--- config.mk ---
export PLATFORM = sky130hd
export DESIGN_NAME = ext_bus_release
export DESIGN_NICKNAME = d
export VERILOG_FILES = /design/src/rtl/ebr_pkg.sv /design/src/rtl/ebr_sync.sv /design/src/rtl/ebr_fsm.sv /design/src/rtl/ebr_clkhold.sv /design/src/rtl/ext_bus_release.sv
export SDC_FILE = /design/constraint.sdc
export NUM_CORES = 1
export LEC_CHECK = 0
export ABC_AREA = 0
export CELL_PAD_IN_SITES_DETAIL_PLACEMENT = 0
export CELL_PAD_IN_SITES_GLOBAL_PLACEMENT = 1
export CORE_MARGIN = 10
export CORE_UTILIZATION = 38
export DETAILED_ROUTE_END_ITERATION = 8
export DONT_BUFFER_PORTS = 1
export GPL_TIMING_DRIVEN = 0
export PLACE_DENSITY = 0.68
export SYNTH_ARGS = -nofsm -noshare
export SYNTH_HDL_FRONTEND = slang
export SYNTH_SLANG_ARGS = --single-unit
export TNS_END_PERCENT = 20
--- constraint.sdc ---
create_clock -name clk -period 1 [get_ports clk]
set_input_delay 0.05 -clock clk [delete_from_list [all_inputs] [get_ports clk]]
set_output_delay 0.05 -clock clk [all_outputs]
set_load 0.005 [all_outputs]
--- src/rtl/ebr_pkg.sv ---
// Package: shared state encoding for the external bus hand-over arbiter.
// Assumes: a two-bit encoding is enough for three ownership states.
package ebr_pkg;
    typedef enum logic [1:0] {
        ST_OWN = 2'd0,   // chip drives the external bus
        ST_REL = 2'd1,   // bus given to the outside master
        ST_REC = 2'd2    // acknowledge dropped, drivers still off
    } rel_state_e;
endpackage

--- src/rtl/ebr_sync.sv ---
// Module: multi-stage synchroniser for an active-low asynchronous input.
// Assumes: the input idles high; the flops reset to the idle level.
module ebr_sync #(
    parameter int STAGES = 2
) (
    input  logic clk,
    input  logic rst_n,
    input  logic async_n,
    output logic sync_n
);
    logic [STAGES-1:0] chain_q;

    // Shift the asynchronous level through the flop chain.
    generate
        if (STAGES == 1) begin : g_one
            always_ff @(posedge clk) begin
                if (!rst_n) chain_q <= '1;
                else        chain_q <= async_n;
            end
        end else begin : g_many
            always_ff @(posedge clk) begin
                if (!rst_n) chain_q <= '1;
                else        chain_q <= {chain_q[STAGES-2:0], async_n};
            end
        end
    endgenerate

    assign sync_n = chain_q[STAGES-1];
endmodule

--- src/rtl/ebr_fsm.sv ---
// Module: ownership state machine for the external bus.
// Takes the bus away from the chip at a cycle boundary and hands it back
// through a one-cycle recovery step. Assumes req_on is already synchronised.
module ebr_fsm
    import ebr_pkg::*;
(
    input  logic       clk,
    input  logic       rst_n,
    input  logic       req_on,
    input  logic       cyc_idle,
    input  logic       int_ext_req,
    output rel_state_e st_q,
    output logic       busy,
    output logic       int_ext_go
);
    rel_state_e st_d;
    logic       take;

    // Decide whether a release is taken in this cycle.
    assign take = (st_q == ST_OWN) && req_on && cyc_idle;

    // Next-state selection.
    always_comb begin
        st_d = st_q;
        case (st_q)
            ST_OWN:  if (take)    st_d = ST_REL;
            ST_REL:  if (!req_on) st_d = ST_REC;
            ST_REC:               st_d = ST_OWN;
            default:              st_d = ST_OWN;
        endcase
    end

    // State register.
    always_ff @(posedge clk) begin
        if (!rst_n) st_q <= ST_OWN;
        else        st_q <= st_d;
    end

    // Gate the cycle engine and the internal external-space access.
    assign busy       = (st_q != ST_OWN) || take;
    assign int_ext_go = int_ext_req && !busy;

    AST_RELEASE_WINS: assert property (@(posedge clk) disable iff (!rst_n)
        (take && int_ext_req) |-> !int_ext_go);
    AST_IDLE_ONLY: assert property (@(posedge clk) disable iff (!rst_n)
        (st_q == ST_OWN && !cyc_idle) |=> (st_q == ST_OWN));
    AST_RECOVER_ONE: assert property (@(posedge clk) disable iff (!rst_n)
        (st_q == ST_REC) |=> (st_q == ST_OWN));
endmodule

--- src/rtl/ebr_clkhold.sv ---
// Module: holds a clock-frequency write while the bus is not owned and
// applies it once ownership returns. The latest write while held wins.
module ebr_clkhold #(
    parameter int          CLK_W   = 4,
    parameter logic [CLK_W-1:0] CLK_RST = '0
) (
    input  logic             clk,
    input  logic             rst_n,
    input  logic             owned,
    input  logic             clk_wr,
    input  logic [CLK_W-1:0] clk_wr_val,
    output logic [CLK_W-1:0] clk_setting,
    output logic             pend
);
    logic [CLK_W-1:0] hold_q;

    // Commit at once when owned, otherwise park the value until ownership.
    always_ff @(posedge clk) begin
        if (!rst_n) begin
            clk_setting <= CLK_RST;
            hold_q      <= CLK_RST;
            pend        <= 1'b0;
        end else if (owned) begin
            if (clk_wr) begin
                clk_setting <= clk_wr_val;
                pend        <= 1'b0;
            end else if (pend) begin
                clk_setting <= hold_q;
                pend        <= 1'b0;
            end
        end else if (clk_wr) begin
            hold_q <= clk_wr_val;
            pend   <= 1'b1;
        end
    end

    AST_NO_COMMIT_AWAY: assert property (@(posedge clk) disable iff (!rst_n)
        !owned |=> $stable(clk_setting));
endmodule

--- src/rtl/ext_bus_release.sv ---
// Module: external bus hand-over arbiter (top).
// Synchronises the outside request, runs the ownership machine, decodes the
// pin-group enables and the give-back request, and defers clock writes.
// Assumes cyc_idle comes from the cycle engine in the same clock domain.
module ext_bus_release
    import ebr_pkg::*;
#(
    parameter int               CLK_W       = 4,
    parameter logic [CLK_W-1:0] CLK_RST     = '0,
    parameter int               SYNC_STAGES = 2
) (
    input  logic             clk,
    input  logic             rst_n,
    input  logic             rel_en,
    input  logic             pin_in_en,
    input  logic             reqback_en,
    input  logic             ext_req_n,
    input  logic             cyc_idle,
    input  logic             int_ext_req,
    input  logic             stby_req,
    input  logic             clk_wr,
    input  logic [CLK_W-1:0] clk_wr_val,
    output logic             ack_n,
    output logic             reqback_n,
    output logic             addr_oe,
    output logic             data_oe,
    output logic             ctrl_oe,
    output logic             busy,
    output logic             int_ext_go,
    output logic [CLK_W-1:0] clk_setting
);
    logic       req_sync_n;
    logic       req_on;
    logic       pend;
    logic       owned;
    rel_state_e st_q;

    ebr_sync #(.STAGES(SYNC_STAGES)) u_sync (
        .clk(clk), .rst_n(rst_n), .async_n(ext_req_n), .sync_n(req_sync_n)
    );

    // Request counts only when both enable bits allow a release.
    assign req_on = !req_sync_n && rel_en && pin_in_en;

    ebr_fsm u_fsm (
        .clk(clk), .rst_n(rst_n), .req_on(req_on), .cyc_idle(cyc_idle),
        .int_ext_req(int_ext_req), .st_q(st_q), .busy(busy),
        .int_ext_go(int_ext_go)
    );

    assign owned = (st_q == ST_OWN);

    ebr_clkhold #(.CLK_W(CLK_W), .CLK_RST(CLK_RST)) u_clk (
        .clk(clk), .rst_n(rst_n), .owned(owned), .clk_wr(clk_wr),
        .clk_wr_val(clk_wr_val), .clk_setting(clk_setting), .pend(pend)
    );

    // Pin-group enables and acknowledge decoded from the ownership state.
    assign ack_n   = (st_q != ST_REL);
    assign addr_oe = owned;
    assign data_oe = owned;
    assign ctrl_oe = owned;

    // Give-back request while released and internal external work waits.
    assign reqback_n = !((st_q == ST_REL) && reqback_en &&
                         (int_ext_req || stby_req || clk_wr || pend));

    AST_FLOAT_ON_ACK: assert property (@(posedge clk) disable iff (!rst_n)
        !ack_n |-> (!addr_oe && !data_oe && !ctrl_oe));
    AST_NO_GO_AWAY: assert property (@(posedge clk) disable iff (!rst_n)
        int_ext_go |-> (addr_oe && ack_n));
    AST_REQBACK_IN_REL: assert property (@(posedge clk) disable iff (!rst_n)
        !reqback_n |-> (!ack_n && reqback_en));
    AST_IGNORE_DISABLED: assert property (@(posedge clk) disable iff (!rst_n)
        ((!rel_en || !pin_in_en) && ack_n) |=> ack_n);
    AST_BUSY_AWAY: assert property (@(posedge clk) disable iff (!rst_n)
        !addr_oe |-> busy);
endmodule

# ---- Yosys cells after proc, flatten, opt, wreduce, memory -nomap -nowiden
# Cells that the tools add are included.
dict set report op_classes {
  n_eq_ne 4
  mux 5
  bitwise_logic 2
  reduce_logical 21
}
# operator n
set ops {}
lappend ops {{$mux W4} 2}
lappend ops {{$logic_and A1 B1 Y1} 7}
lappend ops {{$reduce_and A2 Y1} 3}
lappend ops {{$logic_or A1 B1 Y1} 4}
lappend ops {{$mux W2} 2}
lappend ops {{$ne A2 B1 Y1 const B} 2}
lappend ops {{$pmux W2 S2} 1}
lappend ops {{$reduce_bool A2 Y1} 2}
lappend ops {{$logic_not A1 Y1} 3}
lappend ops {{$eq A2 B1 Y1 const B} 1}
lappend ops {{$logic_not A2 Y1} 1}
lappend ops {{$ne A2 B2 Y1 const B} 1}
lappend ops {{$not A1 Y1} 2}
lappend ops {{$reduce_or A2 Y1} 1}
dict set report totals {
  regBits 13
  in_bits 14
  out_inout_bits 11
  word_cells 37
}

# ---- Longest topological paths before layout
# Gate-level depths: netlist of run 1.
dict set report depth {
  word_depth 8
  mapped_depth 5
  depth_no_buf 3
}

# ---- Hierarchy
# Synthesis of run 1 repeated with hierarchy kept, for this count alone.
dict set report unflattened {
  cells_unflattened 55
  hier_area_um2 579.3
}
# module n_inst cells_each area_each_um2 seq_area_each_um2
set by_module_without_submodules {}
lappend by_module_without_submodules {ebr_clkhold 1 35 389.1 180.2}
lappend by_module_without_submodules {ebr_fsm 1 8 82.6 40.0}
lappend by_module_without_submodules {ext_bus_release 1 8 55.1 0.0}
lappend by_module_without_submodules {ebr_sync 1 4 52.6 40.0}

# ---- Worst setup path after synthesis of run 1
# Ideal clock, no wire load.
dict set report synth_timing {
  kind {flip-flop to flip-flop}
  from {register u_clk.pend}
  to {register u_clk.clk_setting[0]}
  setup_time_ns 0.116
  arrival_ns 0.935
  required_ns 0.884
  path_slack_ns -0.051
  stages_incl_launch_ff 5
  n_path_buf 1
  synth_period_minus_slack_ns 1.051
  path_cell_list {dfxtp_1 or2_0 buf_2 and2_4 o211a_1}
}
dict set report synth_via {
  elab_chain_cells 2
}
# item line_no
set synth_lines {}
lappend synth_lines {{start, declared} ebr_clkhold.sv:13} ;# output logic pend
lappend synth_lines {{start signal, assigned} ebr_clkhold.sv:22} ;# pend <= 1'b0;
lappend synth_lines {{start signal, assigned} ebr_clkhold.sv:26} ;# pend <= 1'b0;
lappend synth_lines {{start signal, assigned} ebr_clkhold.sv:29} ;# pend <= 1'b0;
lappend synth_lines {{$reduce_bool A2 Y1 (no line)} n/a}
lappend synth_lines {{$reduce_and A2 Y1 (no line)} n/a}
lappend synth_lines {{end signal, assigned} ebr_clkhold.sv:25} ;# clk_setting <= clk_wr_val;
lappend synth_lines {{end signal, assigned} ebr_clkhold.sv:28} ;# clk_setting <= hold_q;
lappend synth_lines {{end, declared} ebr_clkhold.sv:12} ;# output logic [CLK_W-1:0] clk_setting,
# No other way between the ends.
# A chain may end at the register's enable or synchronous reset.

# ---- Worst setup path after layout of run 1
dict set report layout_timing {
  from {register u_clk.pend}
  to {output reqback_n}
}
dict set report layout_via {
  elab_chain_cells 3
}
# item line_no
set layout_lines {}
lappend layout_lines {{$logic_or A1 B1 Y1} ext_bus_release.sv:66} ;# (int_ext_req || stby_req || clk_wr || pend));
lappend layout_lines {{$logic_and A1 B1 Y1} ext_bus_release.sv:65} ;# assign reqback_n = !((st_q == ST_REL) && reqback_en &&
lappend layout_lines {{$logic_not A1 Y1} ext_bus_release.sv:65}
lappend layout_lines {{end, declared} ext_bus_release.sv:24} ;# output logic reqback_n,
# No other way between the ends.

==> run metrics, run 1 <==
outcome complete, but fails checks; failing checks negative setup slack; chip width 58.9 um; number of global-route vias before repair 497; Seq/Total Area, Yosys 45.2%; Initial Util 42.1%; R2R Setup Slk -0.11 ns; Seq. cell area 268 um2; Remaining Overflow, GRT 0; nets@finish 88; crit path launch type register; placed cell area 594 um2; Max Freq 0.836 GHz; worst setup path class register to output port; Core ar. 0.00137 mm2; relative slew slack 77.4%; Syn Inst Count 55; Final HPWL DP 1030 um; Root Buffer clkbuf_4; Worst Path Arrival 1.15 ns; GPL Wtd Cong 0.721; Ant. Diodes 0; antenna violations before repair 0; Final Hold Vio Count 0; syn nets 69; Top delay family on crit path flip-flops; initial DRC count 0; Synth area leaders dfxtp_1 45%, mux2i_1 14%, o211a_1 7.0%; ANT nets after route 0; Worst IR Drop VDD 831 uV; Critical Path RT 0.95 ns; Yosys reg bits 13; vias 471; Buffers on Ports 0; unrepaired setup endpoints after global routing true; library cells used by synthesis 23; Yosys top cell area share 45.2%; Buf/Inv on CP 1; Hold Path Depth 3; multi-input logic area 325 um2; Post-synth EDFFs 0; crit path time final 1.20 ns; Post-synth top cells 13 x dfxtp_1, 8 x mux2i_1, 5 x nor2b_1; sink of the worst hold path u_clk.clk_setting[2]$_SDFFE_PN0P_; Worst-Skew Late Latency 0.27 ns; period utilization 120%; Yosys warnings 0; CP Capture Type output port; vias per cell 5.35; critical path, cell by cell or2_0 -> buf_4 -> o311ai_4; Area Overhead vs Synth 40.9%; Main synth FF type dfxtp_1; Final Setup Violations 11; Crit-path slowest cell dfxtp_1; clock skew 0.00536 ns; Top Ports 25; TritonRoute pass-1 iters 1; slowest stage delay, CP 0.30 ns; Max-cap violations 0; Num CTS Buffers 3; floorplan row count 13; DRC 0; worst slew pin tran 0.339 ns; Setup WS pre-CTS -0.149 ns; area of the mapped netlist 576 um2; Clock Sinks 13; Lkg Pwr 0.385 nW; fin area 811 um2; largest net degree at the start of global routing 11; Total Routing Usage GR 8.66%; asr flop ratio synth 0%; hold path start clk_wr_val[2]; die area 0.00347 mm2; launch point of the worst reg-to-reg path u_clk.pend$_SDFFE_PP0P_; cell taking the most area after synthesis dfxtp_1; Final Slew Violations 0; r2r worst-path depth 4; Routed WL 1450 um; height of the chip 58.9 um; hold crit path type input pin to register; PnR worst setup slack -0.196 ns; # fillers 107; fraction of layout cells with a size suffix above 1 28.8%; pwr dens 1190 mW/mm2; Worst Path Max Fanout 3; post-DR wirelength/cell 16.5 um; H-Tree Depth 1; TritonCTS clock tree built; Synth Area per Inst 10.5 um2; Worst-path clk slew 0.08 ns; count leader, synth dfxtp_1; final core occ 59.3%; first-pass GRT wire length 2330 um; endpoint of the lowest-slack register-to-register path u_clk.clk_setting[3]$_SDFFE_PN0P_; Clock Path Buffers 2
per-stage QoR:
step / power [mW] / hold slack, ns / cells / TNS [ns]
global route: 1.03 / 0.0626 / 88 / -1.73
floorplan: 0.611 / 0.123 / 55 / -0.128
detailed placement: 0.625 / 0.129 / 70 / -0.731
CTS: 0.985 / 0.0662 / 87 / -0.943
global placement: 0.623 / 0.125 / 70 / -0.530
finish: 0.966 / 0.0671 / 88 / -1.02
power by group:
part	leakage [nW]	internal, mW	switching, mW
registers	0.108	0.528	0.0109
clock network	0.0150	0.154	0.165
logic	0.262	0.0684	0.0401
layout by cell type (no fill, tap or decap), types with 2 or more instances in the layout:
cell	Yosys	layout
dfxtp_4	0	2
clkbuf_1	1	2
mux2i_1	8	8
dlygate4sd3_1	0	9
clkbuf_4	0	3
buf_6	1	4
nor2b_1	5	4
nand3_1	4	4
dfxtp_1	13	11
o211a_1	4	4
nand2b_1	2	2
buf_4	2	4
sequential cells by signal (all words and copies together), names as in the netlist:
name / flops
u_clk.clk_setting: 4
u_clk.hold_q: 4
u_fsm.st_q: 2
u_sync.chain_q: 2
u_clk.pend: 1
per-layer routing:
metal	part of all wire (%)	wire [um]	track usage, %
met5	0	0	0
met4	0.83	12	2.95
met3	13	188	5.79
met2	47	680	14.4
met1	39	570	8.39
cell type report:
type	instances	area share (%)
plain buffers	5	5.56
clock buffers	4	3.24
repair buffers	13	15.3
multi-input cells	37	40.1
well taps	15	2.31
inverters	1	0.463
flip-flops and latches	13	33.0
repair_timing:
item,CTS,global route
endpoints found under the setup margin,16,15
gates resized for setup,13,3
hold buffers,9,0
hold endpoints to repair,7,0
buffers inserted,3,1
cloned,1,0
pin swaps,2,3
worst register-to-register path, stage by stage, from the launching register on:
cell and delay [ns]:
dfxtp_1 0.30, or2_0 0.20, buf_4 0.16, and2_4 0.14, o211a_1 0.20
worst max path at each step:
stage                          startpoint                                end  slack (ns)  depth (start not counted)
6_report          u_clk.pend$_SDFFE_PP0P_                          reqback_n       -0.20                          3
3_5_place_dp   u_fsm.st_q[0]$_SDFFE_PN0P_  u_clk.clk_setting[3]$_SDFFE_PN0P_       -0.15                          3
3_3_place_gp   u_fsm.st_q[0]$_SDFFE_PN0P_  u_clk.clk_setting[2]$_SDFFE_PN0P_       -0.12                          3
5_1_grt           u_clk.pend$_SDFFE_PP0P_                          reqback_n       -0.26                          3
4_1_cts           u_clk.pend$_SDFFE_PP0P_                          reqback_n       -0.19                          3
2_1_floorplan     u_clk.pend$_SDFFE_PP0P_  u_clk.clk_setting[0]$_SDFFE_PN0P_       -0.03                          4
kinds of logic (layout without fill, tap and decap cells):
| kind of cell | after synthesis | in the layout | synth area share [%] |
|---|---|---|---|
| AOI/OAI and AO/OA | 6 | 6 | 10.0 |
| buffers and inverters | 6 | 23 | 6.74 |
| DFF | 13 | 13 | 45.2 |
| and+or+nand+nor | 22 | 23 | 24.1 |
| muxes | 8 | 8 | 13.9 |
Note: power is estimated with default switching activity, not from simulation.
==> run 2, diff against run 1 <==
--- a/config.mk
+++ b/config.mk
@@ -14,6 +14,7 @@
 export DONT_BUFFER_PORTS = 1
 export GPL_TIMING_DRIVEN = 0
 export PLACE_DENSITY = 0.68
+export SKIP_CTS_REPAIR_TIMING = 1
 export SYNTH_ARGS = -nofsm -noshare
 export SYNTH_HDL_FRONTEND = slang
 export SYNTH_SLANG_ARGS = --single-unit
==> constraint.sdc (replaced) <==
create_clock -name clk -period 1 [get_ports clk]
set_input_delay 0.25 -clock clk [delete_from_list [all_inputs] [get_ports clk]]
set_output_delay 0.25 -clock clk [all_outputs]
set_load 0.005 [all_outputs]
==> run metrics, run 2 (synthesis results as in run 1) <==
floorplan row count 13 (unchanged); outcome complete, but fails checks; worst setup path class register to output port; vias 418 (-11%); period utilization 138% (+18 points); Logic pwr share 8.4% (-2.8 points); Final Setup Violations 16 (+5); switching pwr 215 uW (-0.17%); Max-cap violations 0 (unchanged); Worst Path Arrival 1.13 ns (-0.02 ns); wire length on met1 542 um (-4.9%); Worst Setup SP u_clk.pend$_SDFFE_PP0P_; # fillers 138 (+29%); relative slew slack 75.6% (-1.8 points); Num CTS Buffers 3 (unchanged); Remaining Overflow, GRT 0 (unchanged); failing checks negative setup slack; hold crit path type input pin to register; crit path time final 1.38 ns (+0.179 ns); hold path start rst_n; Root Buffer clkbuf_4; pwr dens 1350 mW/mm2 (+13%); GPL Wtd Cong 0.759 (+5.3%); Total Routing Usage GR 8.18% (-0.47 points); launch point of the worst reg-to-reg path u_clk.pend$_SDFFE_PP0P_; Worst IR Drop VDD 994 uV (+20%); sequential share of power 57.6% (+1.9 points); Ant. Diodes 0 (unchanged); Max Freq 0.727 GHz (-13%); Final HPWL DP 1120 um (+8.2%); antenna violations before repair 0 (unchanged); nets@finish 77 (-13%); Final Slew Violations 0 (unchanged); Clock Sinks 13 (unchanged); Hold WS 0.0474 ns (-0.0197 ns); Lkg Pwr 0.339 nW (-12%); fin area 694 um2 (-14%); Worst Path Max Fanout 2 (-1); crit path launch type register; top flop regs u_clk.clk_setting x4, u_clk.hold_q x4; DR WL met2 723 um (+6.3%); Worst-Skew Late Latency 0.27 ns (about the same); Core ar. 0.00137 mm2 (unchanged); CP Capture Type output port; TritonRoute pass-1 iters 4 (+3); DRC 0 (unchanged); Clock Path Buffers 2 (unchanged); Top Ports 25 (unchanged); r2r worst-path depth 5 (+1); largest net degree at the start of global routing 12 (+1); Sw Ratio 23.0% (+0.70 points); Area Overhead vs Synth 20.7%; first-pass GRT wire length 2110 um (-9.2%); unrepaired setup endpoints after global routing true; ANT nets after route 0 (unchanged); placed cell area 602 um2 (+1.3%); worst slew pin tran 0.366 ns (+0.0268 ns); commonest non-fill, non-tap cells in the layout 11 x dfxtp_1, 8 x mux2i_1; Routed WL 1450 um (-0.28%); Final Hold Vio Count 0 (unchanged); H-Tree Depth 1 (unchanged); most common cell after layout, fill and taps aside dfxtp_1; Buffers on Ports 0 (unchanged); Critical Path RT 0.75 ns (-0.20 ns); metal3 WL 154 um (-18%); Worst-path clk slew 0.08 ns (about the same); initial DRC count 11 (+11); PnR worst setup slack -0.375 ns (-0.179 ns); vias per cell 5.43 (+1.4%); number of global-route vias before repair 435 (-12%); Hold Path Depth 1 (-2); post-DR wirelength/cell 18.8 um (+14%); chip width 58.9 um (unchanged); Top Metal Used met4; height of the chip 58.9 um (unchanged); Cell Int Power 720 uW (-4.1%); Clock Power Share 34.0% (+1.0 points); die area 0.00347 mm2 (unchanged); TritonCTS clock tree built; clock skew 0.00313 ns (-0.00222 ns); Initial Util 42.1% (unchanged); fraction of layout cells with a size suffix above 1 30.6% (+1.9 points)
## run 2: critical path, stage by stage, from the launching register on
cell	delay, ns
dfxtp_1	0.30
or2_1	0.21
buf_6	0.12
o311ai_4	0.23
## run 2: final timing paths
path | slack [ns] | to
max reg2reg | -0.23 | u_clk.clk_setting[2]$_SDFFE_PN0P_
min reg2reg | 0.44 | u_sync.chain_q[1]$_SDFF_PN1_
max | -0.38 | reqback_n
min | 0.05 | u_sync.chain_q[0]$_SDFF_PN1_
## run 2: power groups by stage
stage	registers (mW)	logic, mW	clock network (mW)
global placement	0.556	0.0678	0
global route	0.541	0.0857	0.375
CTS	0.545	0.0704	0.330
finish	0.539	0.0784	0.318
floorplan	0.552	0.0587	0
detailed placement	0.557	0.0701	0
## run 2: per-stage QoR
stage          total power [mW]  setup WS, ns  util (%)  instances  setup TNS (ns)
6_report                  0.935        -0.375      50.8         77           -3.26
5_1_grt                    1.00        -0.432      50.8         77           -4.27
4_1_cts                   0.945        -0.562      46.1         74           -4.13
3_5_place_dp              0.627        -0.243      44.0         70           -1.96
3_3_place_gp              0.623        -0.229      44.0         70           -1.58
2_1_floorplan             0.611        -0.166         -         55          -0.831
## run 2: metal layers
| layer | vias to the layer above | global-route usage, % |
|---|---|---|
| met5 | - | 0 |
| met4 | 0 | 4.92 |
| met3 | 4 | 5.79 |
| met2 | 18 | 13.7 |
| met1 | 187 | 6.93 |
| li1 | 209 | - |
## run 2: layout make-up
type	instances	area (um2)	share of cell area (%)
buffer	5	48.8	7.03
clock buffer	3	22.5	3.24
clock inverter	1	5.00	0.721
inverter	1	3.75	0.541
multi-input combinational	37	313	45.0
sequential	13	268	38.6
tap	15	18.8	2.70
timing repair buffer	2	15.0	2.16
==> run 3, diff against run 2 <==
--- a/config.mk
+++ b/config.mk
@@ -14,6 +14,7 @@
 export DONT_BUFFER_PORTS = 1
 export GPL_TIMING_DRIVEN = 0
 export PLACE_DENSITY = 0.68
+export REMOVE_ABC_BUFFERS = 1
 export SKIP_CTS_REPAIR_TIMING = 1
 export SYNTH_ARGS = -nofsm -noshare
 export SYNTH_HDL_FRONTEND = slang
==> run metrics, run 3 (synthesis results as in run 1) <==
outcome complete, but fails checks; failing checks negative setup slack; Sw Ratio 21.3% (-1.8 points); end of the critical path reqback_n; sequential share of power 58.9% (+1.3 points); Worst-Skew Late Latency 0.27 ns (about the same); fraction of layout cells with a size suffix above 1 27.6% (-3.1 points); nets@finish 73 (-5.2%); TritonRoute pass-1 iters 4 (unchanged); GPL Wtd Cong 0.729 (-3.9%); Ant. Diodes 0 (unchanged); Remaining Overflow, GRT 0 (unchanged); Top Ports 25 (unchanged); Clock Sinks 13 (unchanged); ANT nets after route 0 (unchanged); Worst Setup SP u_clk.pend$_SDFFE_PP0P_; Worst Path Arrival 1.11 ns (-0.02 ns); met1 GRT Util 6.08% (-0.85 points); Initial Util 42.1% (unchanged); Lkg Pwr 0.317 nW (-6.5%); fin area 652 um2 (-6.1%); TritonCTS clock tree built; Buffers on Ports 0 (unchanged); Cell Int Power 723 uW (+0.49%); R2R Setup Slk -0.19 ns (+0.04 ns); Root Buffer clkbuf_4; endpoint of the lowest-slack register-to-register path u_clk.clk_setting[2]$_SDFFE_PN0P_; pwr dens 1410 mW/mm2 (+4.7%); Num CTS Buffers 3 (unchanged); Final Hold Vio Count 0 (unchanged); Logic pwr share 6.7% (-1.7 points); Final Setup Violations 16 (unchanged); Final HPWL DP 1060 um (-5.0%); unrepaired setup endpoints after global routing true; global-route met3 utilization 5.15% (-0.64 points); crit path time final 1.36 ns (-0.0177 ns); Area Overhead vs Synth 13.3%; post-DR wirelength/cell 19.2 um (+2.3%); Total Routing Usage GR 7.71% (-0.47 points); Worst-path clk slew 0.07 ns (about the same); top flop regs u_clk.clk_setting x4, u_clk.hold_q x4; H-Tree Depth 1 (unchanged); antenna violations before repair 0 (unchanged); final cell count without fillers 73 (-5.2%); crit path launch type register; Setup WS pre-CTS -0.265 ns (-0.0219 ns); period utilization 136% (-1.8 points); chip width 58.9 um (unchanged); final core occ 47.7% (-3.1 points); met2 global-route usage 13.5% (-0.15 points); placed cell area 559 um2 (-7.1%); Final TNS setup -2.92 ns (+0.331 ns); worst slew pin tran 0.309 ns (-0.0571 ns); relative slew slack 79.4% (+3.8 points); Core ar. 0.00137 mm2 (unchanged); Clock Path Buffers 2 (unchanged); Worst IR Drop VDD 780 uV (-22%); vias 437 (+4.5%); Max-cap violations 0 (unchanged); Critical Path RT 0.75 ns (about the same); Clock Power Share 34.4% (+0.4 points); largest net degree at the start of global routing 14 (+2); launch point of the worst reg-to-reg path u_fsm.st_q[1]$_SDFFE_PN0P_; Routed WL 1400 um (-3.0%); vias per cell 5.99 (+10%); floorplan row count 13 (unchanged); worst setup path class register to output port; busiest layer in global routing met2; Max Freq 0.737 GHz (+1.3%); Worst Path Max Fanout 4 (+2); die area 0.00347 mm2 (unchanged); first-pass GRT wire length 2030 um (-3.9%); switching pwr 196 uW (-9.2%); clock skew 0.00210 ns (-0.00103 ns); commonest non-fill, non-tap cells in the layout 11 x dfxtp_1, 8 x mux2i_1, 4 x nand3_1, 4 x o211a_1, 4 x nor2b_1; placed insts 65 (-7.1%); CP Capture Type output port; Final Slew Violations 0 (unchanged); height of the chip 58.9 um (unchanged); number of global-route vias before repair 449 (+3.2%); most common cell after layout, fill and taps aside dfxtp_1; DRC 0 (unchanged); r2r worst-path depth 5 (unchanged); PnR worst setup slack -0.358 ns (+0.0177 ns); hold crit path type input pin to register; initial DRC count 4 (-7)
## run 3: changes by cell type in the layout (fill, tap and decap cells not counted), sizes merged
| cell | change |
|---|---|
| buf | -3 |
| clkinv | -1 |
## run 3: final cells by class
class	count	area, um2
Fill cell	125	714
Inverter	1	3.75
Multi-Input combinational cell	37	315
Clock buffer	4	26.3
Timing Repair Buffer	3	22.5
Sequential cell	13	265
Tap cell	15	18.8
## run 3: worst min path at each step
stage	endpoint	cells after the start	startpoint
final	u_sync.chain_q[1]$_SDFF_PN1_	1	rst_n
after global placement	u_sync.chain_q[0]$_SDFF_PN1_	1	rst_n
after floorplan	u_sync.chain_q[0]$_SDFF_PN1_	1	rst_n
after detailed placement	u_sync.chain_q[1]$_SDFF_PN1_	1	rst_n
after CTS	u_sync.chain_q[1]$_SDFF_PN1_	1	rst_n
after global routing	u_sync.chain_q[1]$_SDFF_PN1_	1	rst_n
## run 3: critical path: stages (launching register included)
cell and delay [ns]:
dfxtp_1 0.30, or2_4 0.25, o311ai_4 0.28
## run 3: through the flow
step	hold WS (ns)	power, mW
finish	0.0455	0.919
detailed placement	0.330	0.609
floorplan	0.323	0.596
global route	0.0377	0.964
global placement	0.325	0.606
CTS	0.0414	0.923
## run 3: power groups by stage
stage	Combinational, mW	Clock, mW	Sequential, mW
6_report	0.0613	0.316	0.541
5_1_grt	0.0662	0.353	0.545
4_1_cts	0.0526	0.325	0.545
3_5_place_dp	0.0525	0	0.557
3_3_place_gp	0.0499	0	0.556
2_1_floorplan	0.0439	0	0.552
## run 3: per-layer routing
layer  vias to the layer above  share of wire, %
met1                       209                35
met5                         -                 0
met3                         3                14
met2                        25                49
met4                         0               2.1
li1                        200                 -
